[src/rtl/nf_pkg.sv]
package nf_pkg;

    localparam int NF_RSSI_W = 8;

    typedef logic [NF_RSSI_W-1:0] rssi_t;

    localparam rssi_t NF_RSSI_MAX = '1;

    typedef enum logic {
        SC_IDLE = 1'b0,
        SC_RUN  = 1'b1
    } scan_st_e;

    typedef struct packed {
        logic  rel;
        rssi_t abs_thr;
        rssi_t off;
    } thr_cfg_t;

    function automatic rssi_t rssi_min(input rssi_t a, input rssi_t b);
        return (a < b) ? a : b;
    endfunction

    function automatic rssi_t rssi_sat_add(input rssi_t a, input rssi_t b);
        logic [NF_RSSI_W:0] s;
        s = {1'b0, a} + {1'b0, b};
        return s[NF_RSSI_W] ? NF_RSSI_MAX : s[NF_RSSI_W-1:0];
    endfunction

endpackage

[src/rtl/nf_hist_bank.sv]
module nf_hist_bank
    import nf_pkg::*;
#(
    parameter int DEPTH = 256
) (
    input  logic  clk,
    input  logic  rst,
    input  logic  wr_en,
    input  rssi_t wr_code,
    output rssi_t floor_o
);
    localparam int AW = $clog2(DEPTH);
    localparam logic [AW:0]   FULL = (AW+1)'(DEPTH);
    localparam logic [AW-1:0] LAST = AW'(DEPTH - 1);

    rssi_t          mem [DEPTH];
    logic [AW-1:0]  wptr;
    logic [AW:0]    fill;
    scan_st_e       st;
    logic [AW-1:0]  sidx;
    rssi_t          acc;
    logic           pend;
    rssi_t          floor_q;

    rssi_t acc_step;
    logic  rd_ok;
    logic  done;

    always_ff @(posedge clk) begin
        if (wr_en) mem[wptr] <= wr_code;
    end

    always_comb begin
        rd_ok    = (fill == FULL) || ({1'b0, sidx} < fill);
        acc_step = acc;
        if (rd_ok) acc_step = rssi_min(acc_step, mem[sidx]);
        if (wr_en) acc_step = rssi_min(acc_step, wr_code);
        done     = (st == SC_RUN) && (sidx == LAST);
    end

    always_ff @(posedge clk) begin
        if (rst) begin
            wptr    <= '0;
            fill    <= '0;
            st      <= SC_IDLE;
            sidx    <= '0;
            acc     <= NF_RSSI_MAX;
            pend    <= 1'b0;
            floor_q <= NF_RSSI_MAX;
        end else begin
            if (wr_en) begin
                wptr <= (wptr == LAST) ? '0 : wptr + 1'b1;
                if (fill != FULL) fill <= fill + 1'b1;
                if (!done && wr_code < floor_q) floor_q <= wr_code;
            end
            unique case (st)
                SC_IDLE: begin
                    if (wr_en) begin
                        st   <= SC_RUN;
                        sidx <= '0;
                        acc  <= NF_RSSI_MAX;
                        pend <= 1'b0;
                    end
                end
                SC_RUN: begin
                    if (done) begin
                        floor_q <= acc_step;
                        sidx    <= '0;
                        acc     <= NF_RSSI_MAX;
                        pend    <= 1'b0;
                        if (!(wr_en || pend)) st <= SC_IDLE;
                    end else begin
                        sidx <= sidx + 1'b1;
                        acc  <= acc_step;
                        if (wr_en) pend <= 1'b1;
                    end
                end
                default: st <= SC_IDLE;
            endcase
        end
    end

    assign floor_o = floor_q;

    // an empty history reads as the top code
    p_empty_top_r1: assert property (@(posedge clk) disable iff (rst)
        (fill == '0) |-> (floor_q == NF_RSSI_MAX));

    // history pointers move only on a store
    p_no_store_r2: assert property (@(posedge clk) disable iff (rst)
        !wr_en |=> ($stable(fill) && $stable(wptr)));

    // after a store the floor is no higher than the stored code
    p_fast_lower_r5: assert property (@(posedge clk) disable iff (rst)
        wr_en |=> (floor_q <= $past(wr_code)));

    // the floor can rise only when a scan completes
    p_rise_on_done_r6: assert property (@(posedge clk) disable iff (rst)
        !done |=> (floor_q <= $past(floor_q)));

endmodule

[src/rtl/nf_thresh_cmp.sv]
module nf_thresh_cmp
    import nf_pkg::*;
(
    input  rssi_t    rssi,
    input  rssi_t    floor_in,
    input  thr_cfg_t cfg,
    output logic     exceed
);
    rssi_t thr;

    always_comb begin
        thr    = cfg.rel ? rssi_sat_add(floor_in, cfg.off) : cfg.abs_thr;
        exceed = (rssi > thr);
    end

endmodule

[src/rtl/nf_energy_det.sv]
module nf_energy_det
    import nf_pkg::*;
#(
    parameter int DEPTH = 256,
    parameter int NANT  = 2,
    parameter int ANT_W = (NANT > 1) ? $clog2(NANT) : 1
) (
    input  logic                      clk,
    input  logic                      rst,
    input  logic                      smp_vld,
    input  logic [NF_RSSI_W-1:0]      smp_rssi,
    input  logic [ANT_W-1:0]          smp_ant,
    input  logic                      smp_quiet,
    input  logic                      rx_en,
    input  logic                      rel_mode,
    input  logic [NF_RSSI_W-1:0]      abs_thr,
    input  logic [NF_RSSI_W-1:0]      rel_off,
    output logic                      ed_flag,
    output logic [NANT*NF_RSSI_W-1:0] floor_all
);
    rssi_t    floors [NANT];
    rssi_t    sel_floor;
    thr_cfg_t cfg;
    logic     exceed;
    logic     ed_q;
    logic     store;

    assign store = smp_vld && smp_quiet && rx_en;

    for (genvar g = 0; g < NANT; g++) begin : g_ant
        logic wr_g;
        assign wr_g = store && (smp_ant == ANT_W'(g));

        nf_hist_bank #(.DEPTH(DEPTH)) i_bank (
            .clk     (clk),
            .rst     (rst),
            .wr_en   (wr_g),
            .wr_code (smp_rssi),
            .floor_o (floors[g])
        );

        assign floor_all[g*NF_RSSI_W +: NF_RSSI_W] = floors[g];
    end

    always_comb begin
        sel_floor = NF_RSSI_MAX;
        for (int i = 0; i < NANT; i++) begin
            if (smp_ant == ANT_W'(i)) sel_floor = floors[i];
        end
        cfg = '{rel: rel_mode, abs_thr: abs_thr, off: rel_off};
    end

    nf_thresh_cmp i_cmp (
        .rssi     (smp_rssi),
        .floor_in (sel_floor),
        .cfg      (cfg),
        .exceed   (exceed)
    );

    always_ff @(posedge clk) begin
        if (rst)          ed_q <= 1'b0;
        else if (!rx_en)  ed_q <= 1'b0;
        else if (smp_vld) ed_q <= exceed;
    end

    assign ed_flag = ed_q;

    // receiver off drives the flag low
    p_ed_off_r7: assert property (@(posedge clk) disable iff (rst)
        !rx_en |=> !ed_flag);

    // no sample, no change of the flag
    p_ed_hold_r10: assert property (@(posedge clk) disable iff (rst)
        (rx_en && !smp_vld) |=> $stable(ed_flag));

endmodule

[config.mk]
export PLATFORM = sky130hd
export DESIGN_NAME = nf_energy_det
export DESIGN_NICKNAME = d
export VERILOG_FILES = /design/src/rtl/nf_pkg.sv /design/src/rtl/nf_hist_bank.sv /design/src/rtl/nf_thresh_cmp.sv /design/src/rtl/nf_energy_det.sv
export SDC_FILE = /design/constraint.sdc
export NUM_CORES = 2
export LEC_CHECK = 0
export ABC_CLOCK_PERIOD_IN_PS = 6900
export BUFFER_PORTS_ARGS = -buffer_cell sky130_fd_sc_hd__buf_2
export CORE_UTILIZATION = 55
export DETAILED_ROUTE_END_ITERATION = 16
export PLACE_DENSITY_LB_ADDON = 0.2
export SLEW_MARGIN = 10
export SYNTH_ARGS = -nofsm -noshare
export SYNTH_HDL_FRONTEND = slang
export SYNTH_SLANG_ARGS = --single-unit
[constraint.sdc]
create_clock -name clk -period 6.9 [get_ports clk]
set_clock_uncertainty 0.05 [all_clocks]
set_input_delay 0.69 -clock clk [delete_from_list [all_inputs] [get_ports clk]]
set_output_delay 0.69 -clock clk [all_outputs]
set_load 0.02 [all_outputs]
---- Word-level counts from Yosys, hierarchy flattened ----
Memory sizes are Yosys's and may differ from the RTL's. A register that Yosys moved wholly into a read port is not among the register bits.
Index checks and enable logic that the tools add are counted.
storage, ports and cells
  memory bits (writable) .................. 4096
  bits of input ports ..................... 31
  memories kept ........................... 2
  flip-flop bits (word level) ............. 87
operators by class
  reduce and logical (&&, ||, !) cells .... 19
  mux-type cells .......................... 55
  $lt $le $gt $ge ......................... 9
  $add $sub $neg .......................... 7
  bitwise logic cells ..................... 4
  equality and inequality tests ........... 12
memory list
  name                 words  bits a word  rd ports  clocked after memory_dff  write ports  RTL line            source
  g_ant[0].i_bank.mem  256    8            1         1                         1            nf_hist_bank.sv:16  rssi_t mem [DEPTH];
  g_ant[1].i_bank.mem  256    8            1         1                         1            nf_hist_bank.sv:16
operator list
  cell                 number
  $mux 8               33
  $pmux 8 s2           4
  $lt 8x8->1           6
  $add 8x1->8 const B  4
  $eq 8x8->1 const B   4
  $add 9x1->9 const B  2
  $eq 9x9->1 const B   2
  $lt 8x9->1           2
  $ne 9x9->1 const B   2
  $mux 1               14
  $add 8x8->9          1
  $gt 8x8->1           1
  $logic_and 1x1->1    8
  $pmux 1 s2           4
  $reduce_and 2->1     4
  $ne 3x2->1 const B   2
  $logic_or 1x1->1     4
  $ne 2x1->1 const B   2
  $not 1->1            4
  $logic_not 1->1      2
  $reduce_or 2->1      1

---- Logic depth before layout (Yosys ltp) ----
  depth in word-level cells ............... 8
  depth in mapped cells ................... 32
  depth with buffers taken out ............ 25

---- Modules after synthesis ----
From an unflattened synthesis, not the netlist that was laid out.
unflattened totals
  cells, all modules ...................... 7637
  area, all modules ....................... 165512.5 µm²
by module, submodules not included
  module                           times used  seq. area each (µm²)  cells each  area each (µm²)
  nf_hist_bank at g_ant[1].i_bank  1           62520.0               3783        82457.8
  nf_hist_bank at g_ant[0].i_bank  1           62520.0               3768        82301.4
  nf_thresh_cmp                    1           0.0                   70          568.0
  nf_energy_det                    1           20.0                  16          185.2

---- Worst setup path after synthesis ----
OpenSTA, ideal clock, no wires.
  path kind ............................... register -> register
  start ................................... reg (tool-made name)
  end ..................................... reg g_ant[1].i_bank.floor_q[2]
  required time ........................... 6704 ps
  path buffers ............................ 6
  data arrival time ....................... 6261 ps
  clock period less this slack ............ 6458 ps
  setup slack ............................. 442 ps
  stages on the path, launching flop included .. 26
  setup time .............................. 146 ps
  path through ............................ dfxtp_1 buf_4 buf_6 buf_6 buf_2 buf_2 buf_2 mux4_2 a221oi_1 o221ai_1 a221oi_1 ha_1 a21o_1 a21o_1 a221oi_1 and3_1 a32oi_1 nand3b_1 mux2_2 inv_1 ha_1 a2111oi_0 o211a_1 o21ai_0 a31oi_1 o221ai_1
RTL lines
  element                 RTL line            source
  end signal: assignment  nf_hist_bank.sv:54  if (!done && wr_code < floor_q) floor_q <= wr_code;
  end signal: assignment  nf_hist_bank.sv:67  floor_q <= acc_step;
  end: declaration        nf_hist_bank.sv:23  rssi_t floor_q;

==> metrics.md <==
| Metric | Value |
|---|---|
| Via-to-Cell Ratio | roughly 6.5 |
| Via Count | slightly above 80000 |
| Worst-Skew Late Latency | ~0.94 ns |
| IO Count | between 40 and 50 |
| Seq/Total Area, Yosys | approximately 76% |
| Min Clock Period, post-route | 6.799 ns |
| CP Launch Type | flop |
| Worst Min Path Start | smp_rssi[5] |
| Iteration-0 DRC Markers | about 9500 |
| Mean Syn Cell Area | roughly 21 um2 |
| Max-cap viol count | 0 |
| Routed metal-1 wirelength | roughly 160000 um |
| Total Wirelength | between 400000 and 500000 um |
| Worst EP required | between 7 and 8 ns |
| Initial core utilization | 55.31% |
| Fraction of layout cells with a size suffix above 1 | between 20 and 30% |
| Min-delay worst type | input pin to flop |
| Cts bufs inserted | between 400 and 500 |
| Met3 Wirelength | 31210 um |
| Global route overflow | 0 |
| Post-synth EDFFs | around 4100 |
| Synth Net Count | around 7800 |
| Num rows | 200 |
| Area grow syn2layout | 14.35% |
| Rel. slew slack | 18.18% |
| IO Port Bufs | 47 |
| Period Utilization, post-route | ~99% |
| Core region area | between 200000 and 300000 um2 |
| Wire length per cell | 32.23 um |
| Worst path bufs/invs | 7 |
| Dpl ws | -0.6616 ns |
| Cell with the most instances on the worst path | buf_12 |
| Die height | about 550 um |
| DR pass1 iterations | 5 |
| Slew @ Worst Pin | 1.227 ns |
| Post-detail-place hpwl | 254900 um |
| Hold Vio Cnt, Final | 0 |
| Peak VDD IR | around 0.00031 V |
| CTS tree | yes |
| Die X | approximately 550 um |
| Number of global-route vias before repair | 83009 |
| Initial antenna violation count | 5 |
| Clk root buf | clkbuf_16 |
| First-pass GRT wire length | 584900 um |
| Worst setup EP type | flop |
| Die ar. | ~300000 um2 |
| Final core utilization | a little over three fifths |
| Yosys reg bits | 4199 |
| Cell Area, Placed | 172400 um2 |
| Setup CP Type | flop to flop |
| Crit Path Max Fanout | 11 |
| PwrDens | 275.8 nW/um2 |
| Pin count of the biggest net entering global routing | 192 |
| GP Congestion | 0.8972 |
| Largest delay contributor family on the critical path | compound AO/OA/AOI/OAI gates |
| Post-synth ARST share | 0% |
| Status | complete, no violations |
| Residual DRC | 0 |
| Final setup fails | 0 |
| Most used flip-flop cell after synthesis | edfxtp_1 |
| Yosys warnings | 0 |
| Post-route ant nets | 0 |
| Worst stage delay on the critical path | approximately 0.51 ns |
| Cell leakage power | 58.05 nW |
| Post-route cell area | between 150000 and 200000 um2 |
| Fin worst setup slack | about 0.10 ns |
| CTS Buffer Depth | 4 |
| Post-synthesis cell count | a little under 8000 |
| WL met2 | around 200000 um |
| Top layer in use | met4 |
| Pins Over Slew Limit | 0 |
| F_max | around 150 MHz |
| Worst-path clk slew | 0.06 ns |
| Netlist cell types | 75 |
| Final nets | around 8400 |
| Critical Path AT | 7.59 ns |
| CP max stage cell | mux4_2 |
| Fillcell total | around 20000 |
| Synthesized area | roughly 160000 um2 |
| All-Layer GR Usage | ~27% |
| Clk sinks | around 4200 |
| CTS H-tree lvls | 5 |
cell usage after synthesis (51+ instances only):
master    count  area (um2)
nand2_1     179       671.9
dfxtp_1     103        2062
a22o_1       81       709.4
clkbuf_1    254       953.4
a21oi_1      73       365.4
edfxtp_1   4096      123000
ha_1         86        1076
inv_1        83       311.6
a22oi_1     191        1434
a221oi_1     83       727.0
mux4_2     1121       25250
buf_2        96       480.5
nor2_1      616        2312
mux2i_1      51       510.5
nand3_1      52       260.3
power by group:
part / switching, mW / internal, mW
logic: 0.894 / 0.548
registers: 0.0159 / 28.0
clock network: 9.60 / 12.8
flip-flops by register name (all words and copies together), names as in the netlist, named ones only:
signal                cells
g_ant.i_bank.pend         2
g_ant.i_bank.floor_o     16
g_ant.i_bank.st           2
g_ant.i_bank.wptr        16
g_ant.i_bank.acc         16
g_ant.i_bank.fill        18
g_ant.i_bank.mem       4096
g_ant.i_bank.sidx        16
ed_flag                   1
cells in the final DEF, fill, tap and decap left out, drive strengths merged, types with 20 or more instances in the layout:
| master | count |
|---|---|
| clkbuf | 513 |
| a221oi | 83 |
| xnor2 | 20 |
| clkinv | 164 |
| mux4 | 1121 |
| edfxtp | 4096 |
| a21o | 21 |
| mux2i | 51 |
| a211oi | 32 |
| buf | 617 |
| bufinv | 47 |
| nand3 | 52 |
| nand2 | 179 |
| dfxtp | 103 |
| a22o | 81 |
| nor2b | 31 |
| a21oi | 73 |
| nor2 | 616 |
| inv | 98 |
| o221ai | 34 |
| o21ai | 45 |
| ha | 86 |
| a22oi | 191 |
logic make-up (layout without fill, tap and decap cells):
kind of cell / after synthesis / after routing / share of synthesized area (%)
AO/OA/AOI/OAI: 676 / 676 / 3.119
XOR/XNOR: 36 / 36 / 0.1919
adder cells (fa/ha/maj): 87 / 87 / 0.6672
buffers and inverters: 531 / 1453 / 1.492
flip-flops: 4199 / 4199 / 76.12
multiplexers: 1187 / 1187 / 15.78
other: 0 / 7 / 0
AND/OR/NAND/NOR: 1014 / 1014 / 2.627
metrics by stage:
stage | hold slack, ns | power, mW | TNS, ns | cells
CTS | 0.01566 | 51.92 | -0.0006875 | 12535
detailed placement | 0.3986 | 29.89 | -15.67 | 11782
finish | 0.07841 | 51.82 | 0 | 12598
floorplan | 0.3771 | 29.14 | 0 | 7730
global placement | 0.3858 | 29.85 | -13.60 | 11782
global route | 0.05105 | 52.97 | -0.4486 | 12593
cell type report:
cell class / count / area [um2] / share of cell area (%)
repair buffers: 631 / 6389 / 3.401
diodes: 7 / 17.52 / 0.009324
well taps: 3939 / 4928 / 2.623
inverters: 84 / 322.8 / 0.1718
flip-flops and latches: 4199 / 125100 / 66.58
clock buffers: 502 / 10680 / 5.684
clock inverters: 236 / 2636 / 1.403
multi-input cells: 3000 / 37820 / 20.13
what timing repair did:
action	CTS	global route
resized for setup	66	179
pin swaps	10	35
gates cloned	2	11
endpoints found under the setup margin	32	32
hold buffers	2	0
endpoints found under the hold margin	6	0
buffers inserted	11	46
final timing paths:
check / to / slack (ns) / cells after the start
worst max-delay path: g_ant[0].i_bank.acc[3] / 0.10 / 29
worst min-delay path: g_ant[1].i_bank.mem[7][5] / 0.08 / 1
worst max register to register: g_ant[0].i_bank.acc[3] / 0.10 / 29
worst min register to register: g_ant[0].i_bank.pend / 0.42 / 2
routing by layer:
metal | track usage [%] | vias to the layer above
met3 | 4.102 | 711
met5 | 0 | -
li1 | - | 33680
met1 | 37.36 | 43735
met4 | 10.44 | 0
met2 | 43.42 | 3864
(Power assumes the default switching activity.)
